$ cat src/rtl/cvs_pkg.sv
package cvs_pkg;

   typedef struct packed {
      logic used;
      logic wr;
      logic modf;
   } frame_bits_t;

   localparam frame_bits_t FRESH_LOAD = '{used: 1'b1, wr: 1'b0, modf: 1'b0};
   localparam frame_bits_t ALL_CLEAR  = '{used: 1'b0, wr: 1'b0, modf: 1'b0};

   typedef enum logic {ST_IDLE = 1'b0, ST_SWEEP = 1'b1} sweep_state_e;

endpackage

$ cat src/rtl/cvs_grader.sv
module cvs_grader
   import cvs_pkg::*;
(
   input  frame_bits_t cur,
   input  logic        mode_third,
   output frame_bits_t nxt,
   output logic        pick
);
   always_comb begin
      nxt  = cur;
      pick = 1'b0;
      if (mode_third) begin
         unique case ({cur.used, cur.wr})
            2'b11: begin nxt.used = 1'b0; end
            2'b10: begin nxt.used = 1'b0; end
            2'b01: begin nxt.wr = 1'b0; nxt.modf = 1'b1; end
            default: pick = 1'b1;
         endcase
      end else begin
         if (cur.used) nxt.used = 1'b0;
         else          pick     = 1'b1;
      end
   end
endmodule

$ cat src/rtl/cvs_frame_store.sv
module cvs_frame_store
   import cvs_pkg::*;
#(
   parameter int NFRAMES = 8,
   localparam int IDX_W  = (NFRAMES > 1) ? $clog2(NFRAMES) : 1
) (
   input  logic                      clk,
   input  logic                      rst_n,
   input  logic                      ref_valid,
   input  logic [IDX_W-1:0]          ref_frame,
   input  logic                      ref_write,
   input  logic                      upd_en,
   input  logic [IDX_W-1:0]          upd_idx,
   input  frame_bits_t               upd_bits,
   output frame_bits_t [NFRAMES-1:0] frames
);
   for (genvar g = 0; g < NFRAMES; g++) begin : g_frame
      logic hit_ref, hit_upd;
      assign hit_ref = ref_valid && (ref_frame == IDX_W'(g));
      assign hit_upd = upd_en    && (upd_idx   == IDX_W'(g));

      always_ff @(posedge clk) begin
         if (!rst_n) begin
            frames[g] <= ALL_CLEAR;
         end else if (hit_upd) begin
            frames[g] <= upd_bits;
         end else if (hit_ref) begin
            frames[g].used <= 1'b1;
            if (ref_write) frames[g].wr <= 1'b1;
         end
      end
   end
endmodule

$ cat src/rtl/cvs_hand.sv
module cvs_hand #(
   parameter int NFRAMES = 8,
   localparam int IDX_W  = (NFRAMES > 1) ? $clog2(NFRAMES) : 1
) (
   input  logic             clk,
   input  logic             rst_n,
   input  logic             advance,
   output logic [IDX_W-1:0] ptr
);
   localparam logic [IDX_W-1:0] LAST = IDX_W'(NFRAMES - 1);

   always_ff @(posedge clk) begin
      if (!rst_n)       ptr <= '0;
      else if (advance) ptr <= (ptr == LAST) ? '0 : ptr + 1'b1;
   end
endmodule

$ cat src/rtl/clock_victim_sel.sv
module clock_victim_sel
   import cvs_pkg::*;
#(
   parameter int NFRAMES = 8,
   localparam int IDX_W  = (NFRAMES > 1) ? $clog2(NFRAMES) : 1
) (
   input  logic             clk,
   input  logic             rst_n,
   input  logic             mode_third,
   input  logic             ref_valid,
   input  logic [IDX_W-1:0] ref_frame,
   input  logic             ref_write,
   input  logic             req,
   output logic             busy,
   output logic             done,
   output logic [IDX_W-1:0] victim,
   output logic             victim_dirty
);
   if (NFRAMES < 2) begin : g_bad_n
      $error("clock_victim_sel: NFRAMES must be at least 2");
   end

   sweep_state_e              state_q;
   frame_bits_t [NFRAMES-1:0] frames;
   logic [IDX_W-1:0]          ptr;
   frame_bits_t               cur, graded, upd_bits;
   logic                      pick, sweeping;

   assign sweeping = (state_q == ST_SWEEP);
   assign busy     = sweeping;

   always_comb begin
      cur = frames[ptr];
      if (ref_valid && ref_frame == ptr) begin
         cur.used = 1'b1;
         if (ref_write) cur.wr = 1'b1;
      end
   end

   cvs_grader u_grader (.cur(cur), .mode_third(mode_third), .nxt(graded), .pick(pick));

   assign upd_bits = pick ? FRESH_LOAD : graded;

   cvs_frame_store #(.NFRAMES(NFRAMES)) u_store (
      .clk(clk), .rst_n(rst_n),
      .ref_valid(ref_valid), .ref_frame(ref_frame), .ref_write(ref_write),
      .upd_en(sweeping), .upd_idx(ptr), .upd_bits(upd_bits),
      .frames(frames)
   );

   cvs_hand #(.NFRAMES(NFRAMES)) u_hand (
      .clk(clk), .rst_n(rst_n), .advance(sweeping), .ptr(ptr)
   );

   always_ff @(posedge clk) begin
      if (!rst_n) begin
         state_q      <= ST_IDLE;
         done         <= 1'b0;
         victim       <= '0;
         victim_dirty <= 1'b0;
      end else begin
         done <= 1'b0;
         unique case (state_q)
            ST_IDLE: if (req) state_q <= ST_SWEEP;
            ST_SWEEP: if (pick) begin
               state_q      <= ST_IDLE;
               done         <= 1'b1;
               victim       <= ptr;
               victim_dirty <= cur.wr | cur.modf;
            end
            default: state_q <= ST_IDLE;
         endcase
      end
   end
endmodule

$ cat config.mk
export PLATFORM = sky130hd
export DESIGN_NAME = clock_victim_sel
export DESIGN_NICKNAME = d
export VERILOG_FILES = /design/src/rtl/cvs_pkg.sv /design/src/rtl/cvs_grader.sv /design/src/rtl/cvs_frame_store.sv /design/src/rtl/cvs_hand.sv /design/src/rtl/clock_victim_sel.sv
export SDC_FILE = /design/constraint.sdc
export NUM_CORES = 1
export LEC_CHECK = 0
export ABC_AREA = 1
export BUFFER_PORTS_ARGS = -buffer_cell sky130_fd_sc_hd__buf_4
export CAP_MARGIN = 20
export CORE_MARGIN = 1.5
export CORE_UTILIZATION = 45
export CTS_CLUSTER_DIAMETER = 40
export CTS_CLUSTER_SIZE = 20
export DETAILED_ROUTE_END_ITERATION = 16
export HOLD_SLACK_MARGIN = 0.03
export PLACE_DENSITY = 0.65
export SYNTH_ARGS = -nofsm -noshare
export SYNTH_HDL_FRONTEND = slang
export SYNTH_SLANG_ARGS = --single-unit
export TNS_END_PERCENT = 30
$ cat constraint.sdc
create_clock -name clk -period 1.6 [get_ports clk]
set_clock_uncertainty 0.2 [all_clocks]
set_input_delay 0.24 -clock clk [delete_from_list [all_inputs] [get_ports clk]]
set_output_delay 0.24 -clock clk [all_outputs]
set_load 0.01 [all_outputs]
Word level (Yosys, flattened, before mapping). Index checks and enable logic that the tools add are counted.

Multiplexer cells: 34. $lt $le $gt $ge: 1. Reductions and logical operators: 47. $add $sub $neg: 1. Bitwise logic cells: 2. Equal/unequal tests: 18.

Operators with widths (count): two-way mux 2 bit (19); nonzero test 2 bit (16); equality test 3 bit, second input constant (8); AND reduction 2 bit (10); logical AND 1 bit (17); equality test 3 x 2 -> 1 bit, second input constant (4); two-way mux 1 bit (10); binary-select mux 3 bit (select 3 bit) (1); two-way mux 3 bit (3); equality test 3 x 1 -> 1 bit, second input constant (2); logical NOT 3 bit (2); equality test 2 bit, second input constant (2); < comparator 3 x 4 -> 1 bit, second input constant (1); adder 3 x 1 -> 3 bit, second input constant (1); equality test 3 bit (1); OR reduction 3 bit (1); equality test 2 x 1 -> 1 bit, second input constant (1); case mux 1 bit (2 select lines) (1); OR reduction 2 bit (1); NOT 1 bit (1); OR 1 bit (1).

Bits in registers: 33. Output and inout port bits: 6.

Longest topological paths before layout. Gate-level depths: netlist of run 1.

Depth in word-level cells: 10. Gate-level depth with buffers: 12. Gate-level depth less buffers: 11.

Cells and area by module. A second synthesis of run 1 with hierarchy kept.

Cell total of the unflattened synthesis: 310. Area, all modules: 1870.5 µm².

By module, submodules not included: cvs_frame_store (area an instance 1139.8 µm², cells an instance 184, instances 1, sequential area each 480.5 µm²); clock_victim_sel (area an instance 548.0 µm², cells an instance 100, instances 1, sequential area each 120.1 µm²); cvs_hand (area an instance 138.9 µm², cells an instance 18, instances 1, sequential area each 60.1 µm²); cvs_grader (area an instance 43.8 µm², cells an instance 8, instances 1, sequential area each 0.0 µm²).

Worst setup path after synthesis of run 1. No wires, ideal clock.

Path kind: register to register. Start point: reg u_hand.ptr[0]. End point: reg, netlist name u_store.frames[12]. Arrival time: 1.310 ns. Path slack: -0.035 ns. Clock period less this slack: 1.635 ns. Required time: 1.275 ns. Library setup time: 0.125 ns. Stages on the path, launching flop included: 12. Cells stage by stage: dfxtp_1 > buf_6 > inv_4 > buf_6 > nand2_2 > nand3_2 > nand3_2 > nand2_4 > nor2_8 > nand2_4 > nand3_4 > a21oi_2.

Cells in the longest elaborated chain, start to end: 9.

RTL lines: start: declaration (RTL line cvs_hand.sv:8) `output logic [IDX_W-1:0] ptr`; start signal: assignment (RTL line cvs_hand.sv:14) `else if (advance) ptr <= (ptr == LAST) ? '0 : ptr + 1'b1;`; binary-select mux 3 bit (select 3 bit) (RTL line clock_victim_sel.sv:33) `cur = frames[ptr];`; two-way mux 3 bit (implied by the code) (RTL line clock_victim_sel.sv:33); two-way mux 1 bit (RTL line clock_victim_sel.sv:36) `if (ref_write) cur.wr = 1'b1;`; two-way mux 2 bit (RTL line clock_victim_sel.sv:34) `if (ref_valid && ref_frame == ptr) begin`; equality test 2 bit / equality test 2 x 1 -> 1 bit (equally long branches) (RTL line cvs_grader.sv:13) `unique case ({cur.used, cur.wr})`; OR reduction 3 bit (no line); two-way mux 1 bit (RTL line cvs_grader.sv:13); two-way mux 1 bit (RTL line cvs_grader.sv:12) `if (mode_third) begin`; two-way mux 3 bit (RTL line clock_victim_sel.sv:42) `assign upd_bits = pick ? FRESH_LOAD : graded;`.

Parallel ways exist; a longest one is shown, timed or not. The select of a mux whose other input is x is not followed. A chain may end at the register's enable or synchronous reset.

Worst setup path after layout of run 1.
Start point: reg u_hand.ptr[0]. End point: reg, netlist name u_store.frames[1].

Cells in the longest elaborated chain, start to end: 10.

RTL lines: binary-select mux 3 bit (select 3 bit) (RTL line clock_victim_sel.sv:33); two-way mux 3 bit (implied by the code) (RTL line clock_victim_sel.sv:33); two-way mux 1 bit (RTL line clock_victim_sel.sv:36); two-way mux 2 bit (RTL line clock_victim_sel.sv:34); equality test 2 bit / equality test 2 x 1 -> 1 bit (equally long branches) (RTL line cvs_grader.sv:13); OR reduction 3 bit (no line); two-way mux 1 bit (RTL line cvs_grader.sv:13); two-way mux 1 bit (RTL line cvs_grader.sv:12); two-way mux 3 bit (RTL line clock_victim_sel.sv:42); two-way mux 2 bit (RTL line cvs_frame_store.sv:25) `end else if (hit_upd) begin`.

Parallel ways exist; a longest one is shown, timed or not. The select of a mux whose other input is x is not followed.

==> flow_metrics.py, run 1 <==
metrics = {
    "critical_path": {
        "arrival_ps": 1690,
        "rr_worst_depth": 9,
        "cp.required_ps": 1580,
        "critPathCaptureType": "register",
        "crit_start": "u_hand.ptr[0]$_SDFFE_PN0P_",
        "startpoint_type": "register",
        "r2r-start": "u_hand.ptr[0]$_SDFFE_PN0P_",
        "critPathKind": "register to register",
        "crit_fanout": 8,
    },
    "clock_network": {
        "cts.reportedPaths.clkPinSlew_ps": 70,
        "numCtsBuffers": 5,
        "clock_sinks": 33,
        "clk_path_buf_depth": 2,
        "insertion_delay_ps": 300,
        "cts_tree": "built",
        "h-tree-depth": 2,
        "cts_root_buf": "clkbuf_8",
    },
    "pwr": {
        "powerDensity_mw_per_mm2": 945,
        "ir_drop_uv": 666,
        "leakagePower_nw": 1.23,
        "p_total_mw": 2.52,
    },
    "logic_synthesis": {
        "synth_top_family_by_area": "simple AND/OR/NAND/NOR gates",
        "synth_simple_gate_area_frac": 0.300,
        "syn_nets": 273,
        "syn_area_per_cell_um2": 7.22,
        "muxShareOfSynthArea": 0,
        "yosys.area.top_type_share": 0.355,
        "synth_area_leaders": "dfxtp_1 (35%), nand2_1 (12%), inv_1 (6.9%), o21ai_0 (6.4%), nand3_1 (5.9%)",
        "seq_area_frac_synth": 0.355,
        "synth.cell_area_mm2": 0.00186,
        "netlist_instances": 258,
        "synth_fa_ha_area_frac": 0.0403,
        "synthXorXnorAreaFrac": 0,
        "ys_types": 27,
        "synth-seq-cells": 33,
        "synth_compound_area_frac": 0.195,
        "synth_area_leader_cell": "dfxtp_1",
        "ys_warn_count": 0,
    },
    "routing": {
        "drcViolationCount": 0,
        "routed_wl_um": 5500,
        "vias": 1893,
        "drtIter0Drc": 80,
        "ant_nets": 0,
        "drt-wirelength-per-cell_um": 15.1,
        "first_pass_iters": 4,
        "viasPerCell": 5.19,
    },
    "sta": {
        "holdWs_ps": 116,
        "hold_viol_final": 0,
        "tns_ps": -1720,
        "relSlewSlack": 0.791,
        "report.final.slew_viol_count": 0,
        "rsz0062_at_grt": "yes",
        "setup_viol": 23,
        "min_period_ps": 1710,
        "worst_slew_pin_slew_ps": 312,
        "setup_slack_ps": -114,
        "timing.fmax_mhz": 583,
        "period_share": 1.07,
    },
    "floorplan": {
        "start_util": 0.466,
        "ioPinCount": 15,
        "coreArea_mm2": 0.00400,
        "fp.dieArea_mm2": 0.00454,
        "die_y_um": 67.3,
        "num_rows": 23,
        "die_width_um": 67.3,
    },
    "hold_path": {
        "worstHoldPathCells": 3,
        "hold_class": "primary input to register",
        "worstHoldStart": "rst_n",
    },
    "cells_and_area": {
        "nets": 329,
        "drive_gt1_frac": 0.438,
        "syn_to_final_growth_pct": 43.2,
        "final_common_cell": "buf_4",
        "diodes": 0,
        "most-common-layout-cells": "buf_4 (49), nand2_1 (47), dfxtp_1 (30)",
        "stdcell_count": 365,
        "post-route-cell-area_mm2": 0.00267,
        "n_fill_cell": 339,
    },
    "global_route": {
        "antenna_found_initial": 0,
        "grt_pass1_vias": 1669,
        "grt-ovfl-total": 0,
        "grt_pass1_wl_um": 7970,
        "grt_max_degree": 27,
        "track_usage": 0.242,
    },
    "flow_run": {
        "cap_violations": 0,
    },
    "placement": {
        "gp_congestion": 0.886,
        "place_area_mm2": 0.00227,
        "portBuffers": 14,
        "place_hpwl_um": 3700,
        "placed_cells": 350,
    },
    "status": {
        "outcome": "finished, violations left",
        "failed_checks": "negative setup slack",
    },
}
[stage by stage]
stage / setup WS (ps) / utilization
final: -114 / 0.667
after global routing: -192 / 0.667
after CTS: -113 / 0.621
after detailed placement: -135 / 0.567
after global placement: -92.8 / 0.567
after floorplan: 7.54 / -
[cells in the mapped netlist (all sizes together)]
cell	count
nand2	65
inv	38
dfxtp	33
nand3	29
a21oi	27
o21ai	25
nor2	16
o31ai	7
buf	6
ha	6
clkbuf	3
a211oi	1
nand4	1
o211a	1
[layer usage]
metal,part of all wire,up-vias,track usage
met5,0,-,0
met1,0.46,889,0.335
li1,-,952,-
met4,0.019,0,0.0791
met2,0.48,41,0.377
met3,0.038,11,0.0450
[power by group]
group / leakage (nW) / internal [mW] / switching [mW] / total [mW]
clock: 0.0450 / 0.301 / 0.320 / 0.622
sequential: 0.270 / 0.880 / 0.0435 / 0.924
combinational: 0.917 / 0.416 / 0.560 / 0.976
total: 1.23 / 1.60 / 0.924 / 2.52
[timing repair]
action                                  in CTS  in global routing
buffers inserted                             0                  5
endpoints found under the setup margin      29                 32
cloned                                       1                  0
pin swaps                                   15                 20
hold endpoints to repair                     1                  0
hold buffers                                 1                  0
gates resized for setup                     36                 31
[worst max-delay path: stages (launching register included)]
cell and delay (ps):
dfxtp_4 430, buf_6 150, nand2_1 110, nand3_4 110, nand3_4 90, nand2_2 110
nand2_1 100, o21ai_4 80, buf_12 150, a21oi_1 70
[final timing paths]
| path | slack, ps | to |
|---|---|---|
| setup / recovery | -110 | u_store.frames[1]$_SDFFE_PN0P_ |
| hold / removal | 120 | u_store.frames[8]$_SDFFE_PN0P_ |
| setup reg to reg | -110 | u_store.frames[1]$_SDFFE_PN0P_ |
| hold reg to reg | 280 | victim[1]$_SDFFE_PN0P_ |
[cell type report]
class | count | area (µm²) | share of cell area
multi-input combinational | 178 | 1220 | 0.458
sequential | 33 | 667 | 0.250
timing repair buffer | 57 | 474 | 0.178
inverter | 38 | 153 | 0.0572
clock buffer | 6 | 72.6 | 0.0272
tap | 50 | 62.6 | 0.0235
clock inverter | 2 | 10.0 | 0.00375
timing repair inverter | 1 | 6.26 | 0.00235
[kinds of logic after synthesis]
family / Yosys count
buffers and inverters: 47
AO/OA/AOI/OAI: 61
AND/OR/NAND/NOR: 111
flip-flops: 33
adder cells (fa/ha/maj): 6
[sequential cells by signal, indices dropped and copies added (netlist names)]
signal          count
u_store.frames     24
u_hand.ptr          3
victim              3
busy                1
done                1
victim_dirty        1
(Power assumes the default switching activity.)
==> inputs of run 2 (changes only) <==
--- a/config.mk
+++ b/config.mk
@@ -9,12 +9,12 @@
 export BUFFER_PORTS_ARGS = -buffer_cell sky130_fd_sc_hd__buf_4
 export CAP_MARGIN = 20
 export CORE_MARGIN = 1.5
-export CORE_UTILIZATION = 45
+export CORE_UTILIZATION = 53
 export CTS_CLUSTER_DIAMETER = 40
 export CTS_CLUSTER_SIZE = 20
 export DETAILED_ROUTE_END_ITERATION = 16
 export HOLD_SLACK_MARGIN = 0.03
-export PLACE_DENSITY = 0.65
+export PLACE_DENSITY = 0.75
 export SYNTH_ARGS = -nofsm -noshare
 export SYNTH_HDL_FRONTEND = slang
 export SYNTH_SLANG_ARGS = --single-unit
==> flow_metrics.py, run 2 (synthesis results as in run 1) <==
metrics = {
    "cells_and_area": {
        "stdcell_count": 349,
        "largest_register_ffs": 24,
        "largest_register": "u_store.frames",
        "nets": 318,
        "fin_util": 0.731,
        "drive_gt1_frac": 0.373,
        "n_fill_cell": 292,
        "most-common-layout-cells": "nand2_1 (51), buf_4 (40), inv_1 (30), dfxtp_1 (30), o21ai_0 (24)",
        "diodes": 0,
        "syn_to_final_growth_pct": 32.0,
        "final_common_cell": "nand2_1",
        "largest_registers": "u_store.frames (24), u_hand.ptr (3), victim (3)",
    },
    "sta": {
        "holdWs_ps": 43.7,
        "rsz0062_at_grt": "yes",
        "min_period_ps": 1690,
        "relSlewSlack": 0.807,
        "timing.fmax_mhz": 592,
        "hold_viol_final": 0,
        "setup_slack_ps": -88.7,
        "report.final.slew_viol_count": 0,
        "worst_slew_pin_slew_ps": 288,
        "period_share": 1.06,
        "setup_viol": 23,
    },
    "global_route": {
        "track_usage": 0.273,
        "grt_pass1_vias": 1697,
        "grt_max_degree": 24,
        "grt_pass1_wl_um": 8220,
        "grt-ovfl-total": 0,
        "antenna_found_initial": 0,
    },
    "status": {
        "failed_checks": "negative setup slack",
        "outcome": "finished, violations left",
    },
    "routing": {
        "ant_nets": 0,
        "drcViolationCount": 0,
        "first_pass_iters": 4,
        "vias": 1809,
        "viasPerCell": 5.18,
        "routed_wl_um": 5020,
        "drt-wirelength-per-cell_um": 14.4,
        "drtIter0Drc": 146,
    },
    "critical_path": {
        "cpPeakStageDelay_ps": 360,
        "crit_path_top_delay_cell": "dfxtp_2",
        "crit_fanout": 9,
        "critPathCaptureType": "register",
        "cp_cell_sequence": "buf_8, nand2_2, nand2_1, nor2_2, nand3_1, nand2_1, o21ai_2, buf_12, a21oi_1",
        "cp.required_ps": 1680,
        "arrival_ps": 1770,
        "cpMostUsedCell": "nand2_1",
        "critPathKind": "register to register",
        "startpoint_type": "register",
        "rr_worst_depth": 9,
    },
    "flow_run": {
        "cap_violations": 0,
    },
    "floorplan": {
        "num_rows": 21,
        "start_util": 0.554,
        "fp.dieArea_mm2": 0.00388,
        "coreArea_mm2": 0.00336,
        "ioPinCount": 15,
        "die_width_um": 62.3,
        "die_y_um": 62.3,
    },
    "placement": {
        "place_hpwl_um": 3580,
        "gp_congestion": 0.933,
        "portBuffers": 14,
        "placed_cells": 340,
    },
    "pwr": {
        "powerDensity_mw_per_mm2": 920,
        "ir_drop_uv": 501,
        "p_total_mw": 2.26,
        "leakagePower_nw": 1.14,
    },
    "clock_network": {
        "numCtsBuffers": 5,
        "clock_sinks": 33,
        "cts.reportedPaths.clkPinSlew_ps": 110,
        "h-tree-depth": 2,
        "cts_tree": "built",
        "insertion_delay_ps": 350,
        "clk_path_buf_depth": 2,
        "cts_root_buf": "clkbuf_4",
    },
    "hold_path": {
        "hold_class": "primary input to register",
        "worstHoldPathCells": 3,
    },
}
==> run 2: changes by cell type in the layout (fill, tap and decap cells not counted), sizes merged <==
| cell | previous run | this run |
|---|---|---|
| inv | 39 | 38 |
| clkbuf | 6 | 7 |
| clkinv | 2 | 0 |
| buf | 56 | 46 |
==> run 2: layer usage <==
layer	track usage	wire length, µm	vias up
li1	-	-	927
met2	0.420	2390	43
met4	0.119	80	0
met5	0	0	-
met1	0.382	2310	830
met3	0.0399	238	9
==> run 2: final cells by class <==
type,instances,area [µm²],share of cell area
inverter,38,148,0.0600
clock buffer,7,55.1,0.0224
multi-input combinational,178,1130,0.460
tap,46,57.6,0.0234
sequential,33,669,0.272
timing repair buffer,47,399,0.162
==> run 2: critical path: cells and delay by family (launching register included) <==
family | cells | cell delay [ps]
compound gates | 2 | 230
buf+inv | 2 | 280
flops | 1 | 360
simple gates | 5 | 530
==> run 2: worst paths after layout <==
| check | startpoint | to | slack, ps |
|---|---|---|---|
| worst min register to register | victim[1]$_SDFFE_PN0P_ | victim[1]$_SDFFE_PN0P_ | 290 |
| worst max-delay path | u_hand.ptr[1]$_SDFFE_PN0P_ | u_store.frames[4]$_SDFFE_PN0P_ | -90 |
| worst max register to register | u_hand.ptr[1]$_SDFFE_PN0P_ | u_store.frames[4]$_SDFFE_PN0P_ | -90 |
| worst min-delay path | rst_n | u_store.frames[23]$_SDFFE_PN0P_ | 40 |
==> run 2: power breakdown <==
group	internal (mW)	switching, mW
Combinational	0.358	0.488
Sequential	0.880	0.0461
Clock	0.207	0.285
==> run 2: per-stage QoR <==
stage	setup WS, ps	TNS, ps	instance area (µm²)
CTS	-42.2	-486	2350
global route	-191	-2980	2460
floorplan	7.54	0	1870
global placement	-55.9	-395	2230
finish	-88.7	-975	2460
detailed placement	-83.6	-1020	2230
==> run 2: repair_timing <==
item | CTS | global route
resized for setup | 20 | 24
hold buffers | 1 | 0
setup buffers | 1 | 0
pin swaps | 13 | 4
setup endpoints to repair | 29 | 31
endpoints found under the hold margin | 1 | 0
==> inputs of run 3 (changes only) <==
--- a/config.mk
+++ b/config.mk
@@ -8,13 +8,13 @@
 export ABC_AREA = 1
 export BUFFER_PORTS_ARGS = -buffer_cell sky130_fd_sc_hd__buf_4
 export CAP_MARGIN = 20
-export CORE_MARGIN = 1.5
-export CORE_UTILIZATION = 53
+export CORE_MARGIN = 2
+export CORE_UTILIZATION = 45
 export CTS_CLUSTER_DIAMETER = 40
 export CTS_CLUSTER_SIZE = 20
 export DETAILED_ROUTE_END_ITERATION = 16
 export HOLD_SLACK_MARGIN = 0.03
-export PLACE_DENSITY = 0.75
+export PLACE_DENSITY = 0.65
 export SYNTH_ARGS = -nofsm -noshare
 export SYNTH_HDL_FRONTEND = slang
 export SYNTH_SLANG_ARGS = --single-unit
==> flow_metrics.py, run 3 (synthesis results as in run 1) <==
metrics = {
    "sta": {
        "hold_viol_final": 0,
        "holdWs_ps": 128,
        "timing.fmax_mhz": 594,
        "worst_slew_pin_slew_ps": 310,
        "setup_slack_ps": -82.4,
        "min_period_ps": 1680,
        "period_share": 1.05,
        "rsz0062_at_grt": "yes",
        "report.final.slew_viol_count": 0,
        "relSlewSlack": 0.793,
        "setup_viol": 28,
    },
    "cells_and_area": {
        "drive_gt1_frac": 0.393,
        "nets": 318,
        "largest_register": "u_store.frames",
        "stdcell_count": 353,
        "multi_input_area_mm2": 0.00121,
        "most-common-layout-cells": "nand2_1 (52), buf_4 (38), inv_1 (31)",
        "regArea_um2": 667,
        "n_fill_cell": 330,
        "largest_registers": "u_store.frames (24), u_hand.ptr (3), victim (3)",
        "diodes": 0,
        "final_common_cell": "nand2_1",
        "syn_to_final_growth_pct": 37.7,
        "largest_register_ffs": 24,
    },
    "hold_path": {
        "worstHoldPathCells": 5,
        "hold_class": "primary input to register",
        "min_to": "u_store.frames[22]$_SDFFE_PN0P_",
        "worstHoldStart": "ref_write",
    },
    "status": {
        "failed_checks": "negative setup slack",
        "outcome": "finished, violations left",
    },
    "flow_run": {
        "cap_violations": 0,
    },
    "global_route": {
        "grt_pass1_wl_um": 8030,
        "antenna_found_initial": 0,
        "track_usage": 0.232,
        "grt_pass1_vias": 1748,
        "grt_max_degree": 26,
        "grt-ovfl-total": 0,
    },
    "routing": {
        "drtIter0Drc": 92,
        "drt-wirelength-per-cell_um": 14.2,
        "viasPerCell": 5.20,
        "ant_nets": 0,
        "first_pass_iters": 4,
        "routed_wl_um": 5020,
        "drcViolationCount": 0,
        "vias": 1835,
    },
    "placement": {
        "place_ws_ps": -156,
        "placed_cells": 343,
        "place_hpwl_um": 3550,
        "portBuffers": 14,
        "gp_congestion": 0.935,
    },
    "floorplan": {
        "fp.dieArea_mm2": 0.00467,
        "die_y_um": 68.3,
        "start_util": 0.466,
        "coreArea_mm2": 0.00400,
        "ioPinCount": 15,
        "die_width_um": 68.3,
        "num_rows": 23,
    },
    "critical_path": {
        "rr_worst_depth": 9,
        "crit_path_top_delay_cell": "dfxtp_4",
        "r2r-end": "u_store.frames[12]$_SDFFE_PN0P_",
        "crit_fanout": 8,
        "cp_cell_sequence": "inv_8, nand2_1, nand3_1, nand3_2, buf_4, nand4_1, nand2_2, nand3_4, a21oi_2",
        "r2r_setup_slack_ps": -80,
        "critPathKind": "register to register",
        "crit_buf_inv": 2,
        "critPathTopFamily": "simple AND/OR/NAND/NOR gates",
        "cpPeakStageDelay_ps": 440,
        "critPathCaptureType": "register",
        "startpoint_type": "register",
        "r2r-start": "u_hand.ptr[0]$_SDFFE_PN0P_",
        "arrival_ps": 1700,
        "cp.required_ps": 1620,
    },
    "clock_network": {
        "cts_tree": "built",
        "cts_root_buf": "clkbuf_8",
        "cts.reportedPaths.clkPinSlew_ps": 70,
        "insertion_delay_ps": 280,
        "h-tree-depth": 2,
        "clk_path_buf_depth": 2,
        "numCtsBuffers": 5,
        "clock_sinks": 33,
    },
    "pwr": {
        "switching_share": 0.351,
        "power.net_switching_uw": 854,
        "p_int_mw": 1.58,
        "leakagePower_nw": 1.16,
        "pwr-share-comb": 0.355,
        "power_frac_seq": 0.381,
        "powerDensity_mw_per_mm2": 949,
        "p_clk_frac": 0.263,
        "ir_drop_uv": 616,
    },
}
[run 3: worst reg2reg max path, cell delays in order (launching register included)]
cell	delay (ps)
dfxtp_4	440
inv_8	60
nand2_1	60
nand3_1	100
nand3_2	100
buf_4	100
nand4_1	110
nand2_2	110
nand3_4	170
a21oi_2	180
[run 3: cell type report]
class                      instances  share of cell area
tap                               50              0.0244
inverter                          38              0.0585
timing repair buffer              46               0.151
multi-input combinational        178               0.471
timing repair inverter             1             0.00244
clock buffer                       7              0.0336
sequential                        33               0.260
[run 3: metrics by stage]
step / instance area (µm²) / power [mW] / utilization / TNS, ps
floorplan: 1870 / 1.39 / - / 0
global placement: 2220 / 1.65 / 0.554 / -1210
detailed placement: 2220 / 1.65 / 0.554 / -2030
CTS: 2450 / 2.37 / 0.613 / -1160
global route: 2570 / 2.55 / 0.642 / -3650
finish: 2570 / 2.43 / 0.642 / -1130
[run 3: per-layer routing]
layer,global-route usage,wire length (µm),vias up
li1,-,-,931
met1,0.299,2440,868
met2,0.373,2360,26
met5,0,0,-
met3,0.0526,131,10
met4,0.0900,86,0
[run 3: timing repair]
item                                   CTS  global route
resized for setup                       37            25
hold buffers                             1             0
endpoints found under the hold margin    1             0
setup buffers                            1             0
gates cloned                             1             0
pin swaps                               20             8
setup endpoints to repair               29            30
[run 3: worst max path at each step]
stage                                      end  cells past startpoint                  startpoint  slack, ps
2_1_floorplan  u_store.frames[12]$_SDFFE_PN0P_                      9  u_hand.ptr[1]$_SDFFE_PN0P_          8
3_3_place_gp   u_store.frames[23]$_SDFFE_PN0P_                      7  u_hand.ptr[0]$_SDFFE_PN0P_       -100
3_5_place_dp   u_store.frames[21]$_SDFFE_PN0P_                      7  u_hand.ptr[0]$_SDFFE_PN0P_       -160
4_1_cts        u_store.frames[21]$_SDFFE_PN0P_                     10  u_hand.ptr[0]$_SDFFE_PN0P_        -70
5_1_grt        u_store.frames[12]$_SDFFE_PN0P_                      9  u_hand.ptr[0]$_SDFFE_PN0P_       -190
6_report       u_store.frames[12]$_SDFFE_PN0P_                      9  u_hand.ptr[0]$_SDFFE_PN0P_        -80
[run 3: power by group through the flow]
stage / logic, mW / clock network [mW] / registers, mW
3_3_place_gp: 0.717 / 0 / 0.933
2_1_floorplan: 0.460 / 0 / 0.926
3_5_place_dp: 0.721 / 0 / 0.934
4_1_cts: 0.791 / 0.653 / 0.924
6_report: 0.865 / 0.641 / 0.928
5_1_grt: 0.935 / 0.675 / 0.935
